==> src/rtl/uart_tick_pkg.sv <==
package uart_tick_pkg;

  typedef enum logic {
    SEL_CFG   = 1'b0,
    SEL_DIVLO = 1'b1
  } reg_sel_e;

endpackage

==> src/rtl/utg_regs.sv <==
module utg_regs
  import uart_tick_pkg::*;
#(
  parameter int PSC_W  = 5,
  parameter int DIV_W  = 11,
  parameter int DATA_W = 8
) (
  input  logic              clk,
  input  logic              rst_n,
  input  logic              wr_en,
  input  logic              wr_sel,
  input  logic [DATA_W-1:0] wr_data,
  output logic [PSC_W-1:0]  psc_code,
  output logic [DIV_W-1:0]  divisor
);

  localparam int DIV_HI_W = DIV_W - DATA_W;

  logic [PSC_W-1:0]    code_q, code_d;
  logic [DIV_HI_W-1:0] dhi_q, dhi_d;
  logic [DATA_W-1:0]   dlo_q;
  logic                cfg_we, lo_we;

  always_comb begin
    cfg_we = wr_en && (reg_sel_e'(wr_sel) == SEL_CFG);
    lo_we  = wr_en && (reg_sel_e'(wr_sel) == SEL_DIVLO);
    code_d = code_q;
    dhi_d  = dhi_q;
    if (cfg_we) begin
      code_d = wr_data[PSC_W-1:0];
      dhi_d  = wr_data[DATA_W-1 -: DIV_HI_W];
    end
  end

  // configuration register: cleared by reset
  always_ff @(posedge clk or negedge rst_n) begin
    if (!rst_n) begin
      code_q <= '0;
      dhi_q  <= '0;
    end else begin
      code_q <= code_d;
      dhi_q  <= dhi_d;
    end
  end

  // divisor low byte: deliberately not reset, clock-enabled on its write
  always_ff @(posedge clk) begin
    if (lo_we) dlo_q <= wr_data;
  end

  assign psc_code = code_q;
  assign divisor  = {dhi_q, dlo_q};

  p_cfg_write_r3: assert property (@(posedge clk) disable iff (!rst_n)
    (wr_en && !wr_sel) |=> ({dhi_q, code_q} == $past(wr_data)));

  p_lo_write_r3: assert property (@(posedge clk) disable iff (!rst_n)
    (wr_en && wr_sel) |=> (dlo_q == $past(wr_data)));

  p_idle_hold_r3: assert property (@(posedge clk) disable iff (!rst_n)
    !wr_en |=> ($stable(code_q) && $stable(dhi_q) && $stable(dlo_q)));

endmodule

==> src/rtl/utg_prescale.sv <==
module utg_prescale #(
  parameter int PSC_W = 5
) (
  input  logic             clk,
  input  logic             rst_n,
  input  logic             run,
  input  logic [PSC_W-1:0] code,
  output logic             stage_tick
);

  logic [PSC_W-1:0] cnt_q, cnt_d;
  logic             active;

  always_comb begin
    active     = run && (code != '0);
    stage_tick = active && (cnt_q == '0);
    cnt_d      = cnt_q;
    if (!run) begin
      cnt_d = '0;
    end else if (active) begin
      if (cnt_q == '0) cnt_d = code - 1'b1;  // reload only at terminal count
      else             cnt_d = cnt_q - 1'b1;
    end
  end

  always_ff @(posedge clk or negedge rst_n) begin
    if (!rst_n) cnt_q <= '0;
    else        cnt_q <= cnt_d;
  end

  p_step_gap_r5: assert property (@(posedge clk) disable iff (!rst_n)
    (stage_tick && (code > 1)) |=> !stage_tick);

endmodule

==> src/rtl/utg_divide.sv <==
module utg_divide #(
  parameter int DIV_W = 11
) (
  input  logic             clk,
  input  logic             rst_n,
  input  logic             run,
  input  logic             step,
  input  logic [DIV_W-1:0] divisor,
  output logic             tick_o
);

  logic [DIV_W-1:0] cnt_q, cnt_d;
  logic             tick_q, tick_d;
  logic             at_term;

  always_comb begin
    at_term = (cnt_q == '0);
    tick_d  = run && step && at_term;
    cnt_d   = cnt_q;
    if (!run) begin
      cnt_d = '0;
    end else if (step) begin
      if (at_term) cnt_d = divisor;          // reload only at terminal count
      else         cnt_d = cnt_q - 1'b1;
    end
  end

  always_ff @(posedge clk or negedge rst_n) begin
    if (!rst_n) begin
      cnt_q  <= '0;
      tick_q <= 1'b0;
    end else begin
      cnt_q  <= cnt_d;
      tick_q <= tick_d;
    end
  end

  assign tick_o = tick_q;

  p_tick_after_step_r5: assert property (@(posedge clk) disable iff (!rst_n)
    tick_o |-> $past(step));

  p_pulse_width_r6: assert property (@(posedge clk) disable iff (!rst_n)
    (tick_o && ($past(divisor) != '0)) |=> !tick_o);

endmodule

==> src/rtl/uart_tick_gen.sv <==
module uart_tick_gen #(
  parameter int PSC_W  = 5,
  parameter int DIV_W  = 11,
  parameter int DATA_W = 8
) (
  input  logic              clk,
  input  logic              rst_n,
  input  logic              en,
  input  logic              wr_en,
  input  logic              wr_sel,
  input  logic [DATA_W-1:0] wr_data,
  output logic              tick
);

  logic [PSC_W-1:0] psc_code;
  logic [DIV_W-1:0] divisor;
  logic             psc_step;

  utg_regs #(.PSC_W(PSC_W), .DIV_W(DIV_W), .DATA_W(DATA_W)) u_regs (
    .clk      (clk),
    .rst_n    (rst_n),
    .wr_en    (wr_en),
    .wr_sel   (wr_sel),
    .wr_data  (wr_data),
    .psc_code (psc_code),
    .divisor  (divisor)
  );

  utg_prescale #(.PSC_W(PSC_W)) u_psc (
    .clk        (clk),
    .rst_n      (rst_n),
    .run        (en),
    .code       (psc_code),
    .stage_tick (psc_step)
  );

  utg_divide #(.DIV_W(DIV_W)) u_div (
    .clk     (clk),
    .rst_n   (rst_n),
    .run     (en),
    .step    (psc_step),
    .divisor (divisor),
    .tick_o  (tick)
  );

  p_code_zero_idle_r4: assert property (@(posedge clk) disable iff (!rst_n)
    (psc_code == '0) |=> !tick);

  p_disabled_idle_r8: assert property (@(posedge clk) disable iff (!rst_n)
    !en |=> !tick);

endmodule

==> config.mk <==
export PLATFORM = sky130hd
export DESIGN_NAME = uart_tick_gen
export DESIGN_NICKNAME = d
export VERILOG_FILES = /design/src/rtl/uart_tick_pkg.sv /design/src/rtl/utg_regs.sv /design/src/rtl/utg_prescale.sv /design/src/rtl/utg_divide.sv /design/src/rtl/uart_tick_gen.sv
export SDC_FILE = /design/constraint.sdc
export NUM_CORES = 1
export LEC_CHECK = 0
export ABC_AREA = 1
export ABC_CLOCK_PERIOD_IN_PS = 1400
export BUFFER_PORTS_ARGS = -buffer_cell sky130_fd_sc_hd__buf_2
export CORE_AREA = 2 2 91 49
export CTS_CLUSTER_SIZE = 8
export DETAILED_ROUTE_END_ITERATION = 16
export DIE_AREA = 0 0 93 51
export PLACE_DENSITY = 0.69
export REMOVE_ABC_BUFFERS = 1
export SLEW_MARGIN = 20
export SYNTH_ARGS = -nofsm -noshare
export SYNTH_HDL_FRONTEND = slang
export SYNTH_SLANG_ARGS = --single-unit
==> constraint.sdc <==
create_clock -name clk -period 1.4 [get_ports clk]
set_clock_uncertainty 0.15 [all_clocks]
set_input_delay 0 -clock clk [delete_from_list [all_inputs] [get_ports clk]]
set_output_delay 0 -clock clk [all_outputs]
set_load 0.05 [all_outputs]
==> results.py <==
metrics = {
    "synthesis": {
        "syn_area_um2": 1710,
        "synth.largest_area_cell": "dfrtp_1",
        "ys_seq_area_share_pct": 50.8,
        "avgSynthCellArea_um2": 9.17,
        "syn_inst": 186,
        "yosys-top-cells-area": "dfrtp_1, edfxtp_1, nand2_1",
        "synth_seq_cells": 33,
        "yosysTopAreaCellShare_pct": 36.7,
        "synth_warnings": 0,
        "synth_cell_types": 27,
    },
    "routing": {
        "detail_route.vias_per_cell": 4.81,
        "drc": 0,
        "wl_per_cell_um": 13.3,
        "drt-total-wl_mm": 4.12,
        "via_count": 1491,
        "postRouteAntennaNets": 0,
        "drtPass1Iterations": 5,
        "dr.first_iter.drc_count": 115,
    },
    "die": {
        "row_count": 17,
        "fp.dieH_um": 51,
        "initial_core_util_pct": 41.8,
        "chipWidth_um": 93,
        "core_um2": 4080,
        "dieArea_um2": 4740,
        "ios": 14,
    },
    "finish": {
        "utilization_pct": 60.8,
        "nets": 268,
        "areaGrowthSynthToFinish_pct": 45.6,
        "layout-drive-gt1-share_pct": 40.3,
        "stdcell_area_um2": 2480,
        "diodes": 0,
    },
    "global_routing": {
        "grt_pass1_wl_mm": 6.56,
        "antenna_found_initial": 0,
        "grt_start_max_net_pins": 26,
        "grt_pass1_vias": 1374,
        "track_usage_pct": 18.8,
        "grt_overflow_total": 0,
    },
    "run_status": {
        "status": "complete, but fails checks",
        "violations": "setup timing",
    },
    "worst_setup_path": {
        "r2r-start": "u_div.cnt_q[1]",
        "crit_fanout": 4,
        "reg2reg_depth": 9,
        "crit_path_end": "u_div.cnt_q[2]",
        "crit_start": "u_div.cnt_q[1]",
        "worstSetupStartpointType": "flip-flop",
        "r2r_slack_ps": -170,
        "regToRegEndpoint": "u_div.cnt_q[2]",
        "required_ps": 1460,
        "cp.arrival_ps": 1630,
        "path_class": "flip-flop to flip-flop",
        "end_kind": "flip-flop",
    },
    "cts": {
        "clk_pin_slew_ps": 70,
        "numCtsBuffers": 5,
        "cts.htree.levels": 2,
        "cts_sinks": 33,
        "cts_buffer_depth": 2,
        "cts_tree": "done",
        "cts-root-buf": "clkbuf_8",
        "insertion_delay_ps": 290,
    },
    "timing": {
        "fin_crit_ps": 1570,
        "worst_slack_ps": -172,
        "worst_pin_slew_ps": 582,
        "drv_slew": 0,
        "setup_viol": 17,
        "fin_worst_hold_slack_ps": 59.8,
        "tns_ps": -2240,
        "rsz0062_at_grt": "true",
        "hold_viol_final": 0,
        "fin_crit_sh_pct": 112,
        "clock.fmax_mhz": 636,
        "slew_headroom_pct": 61.2,
    },
    "power_and_ir_drop": {
        "p_leak_nw": 1.17,
        "p_per_area_nw_per_um2": 2440,
        "ir_worst_vdd_mv": 0.976,
    },
    "placement": {
        "io_buffers": 13,
        "gp_congestion": 0.884,
        "dpl_cell_area_um2": 2110,
        "post-dp-hpwl_mm": 2.97,
        "place_worst_setup_slack_ps": -239,
    },
    "job": {
        "maxCapViolCount": 0,
    },
    "min_path": {
        "hold_class": "primary input to flip-flop",
    },
}
area by class of cell:
class	instances	area (µm²)
inverter	27	109
sequential	33	867
clock inverter	3	17.5
timing repair buffer	60	488
fill	346	1600
multi-input combinational	125	861
tap	57	71.3
clock buffer	5	68.8
worst min path at each step:
stage / startpoint / to / slack, ps / cells past startpoint
after detailed placement: rst_n / u_div.cnt_q[2] / -110 / 1
after floorplan: rst_n / u_div.cnt_q[0] / -450 / 0
final: wr_en / u_regs.dlo_q[5] / 60 / 3
after global routing: wr_sel / u_regs.dlo_q[5] / 90 / 3
after CTS: wr_en / u_regs.dlo_q[4] / 50 / 3
after global placement: rst_n / u_div.cnt_q[3] / -100 / 1
per-layer routing:
metal	share of wire, %	vias up	GRT usage [%]
met5	0	-	0
met4	0.92	0	5.15
met2	40	43	25.0
met3	6.6	5	5.75
li1	-	749	-
met1	53	694	28.9
worst max-delay path, stage by stage (launching register included):
cell,delay (ps)
dfrtp_1,370
inv_2,80
ha_4,140
nand2_4,50
nor2_4,130
nand3_4,130
inv_2,140
buf_4,130
nor2_1,40
o22ai_1,130
state kept, by name, summed over array words and instances, names as in the netlist:
| register | count |
|---|---|
| u_regs.psc_code | 5 |
| u_div.cnt_q | 11 |
| u_regs.dlo_q | 8 |
| u_psc.cnt_q | 5 |
| u_regs.dhi_q | 3 |
| u_div.tick_o | 1 |
cell usage after synthesis:
cell type	count
mux2_2	6
nand3_1	9
nand3_2	1
o211ai_1	3
edfxtp_1	8
o21ai_0	4
inv_2	6
xnor2_1	2
nor2_1	20
nand2_4	2
nor2_4	4
buf_6	1
o22ai_1	7
dfrtp_1	25
xor2_1	3
o21ai_1	9
ha_1	3
nor2_2	4
a21oi_1	3
o211ai_2	1
nand2_1	34
clkinv_2	1
nand2_2	2
inv_1	20
nand4_1	6
a21oi_2	1
a22o_1	1
cell families after synthesis:
| logic type | count (synthesis) | share of synthesized area (%) |
|---|---|---|
| compound gates | 29 | 10.3 |
| fa+ha+maj | 3 | 2.20 |
| simple gates | 82 | 23.5 |
| xor+xnor | 5 | 2.57 |
| buf+inv | 28 | 6.68 |
| flops | 33 | 50.8 |
| mux | 6 | 3.96 |
layout by cell type (no fill, tap or decap), types with 2 or more instances in the layout:
cell            n
a21oi_1         2
buf_2          13
buf_4          31
buf_6           4
clkbuf_8        5
dfrtp_1        24
dlygate4sd3_1  10
edfxtp_1        8
ha_4            3
inv_1          18
inv_2           7
mux2_2          6
nand2_1        32
nand2_2         3
nand2_8         2
nand3_1         8
nand4_1         6
nor2_1         15
nor2_2          5
nor2_4          8
o211ai_1        3
o21ai_1        12
o22ai_1         6
xor2_1          3
report_power, final:
part	internal, mW	switching [mW]	total [mW]
clock	0.343	0.353	0.696
sequential	1.23	0.182	1.41
combinational	1.94	2.02	3.96
total	3.51	2.55	6.06
through the flow:
stage / power, mW / std cells
after global placement: 4.53 / 290
final: 6.06 / 310
after detailed placement: 4.55 / 290
after global routing: 6.49 / 310
after floorplan: 3.20 / 185
after CTS: 5.45 / 308
timing repair:
item / 4_1_cts / 5_1_grt
setup endpoints to repair: 16 / 17
pin swaps: 12 / 11
hold buffers: 10 / 0
cloned: 0 / 1
buffers inserted: 0 / 1
resized for setup: 13 / 26
hold endpoints to repair: 49 / 0
Power figures use the tool's default switching activity.
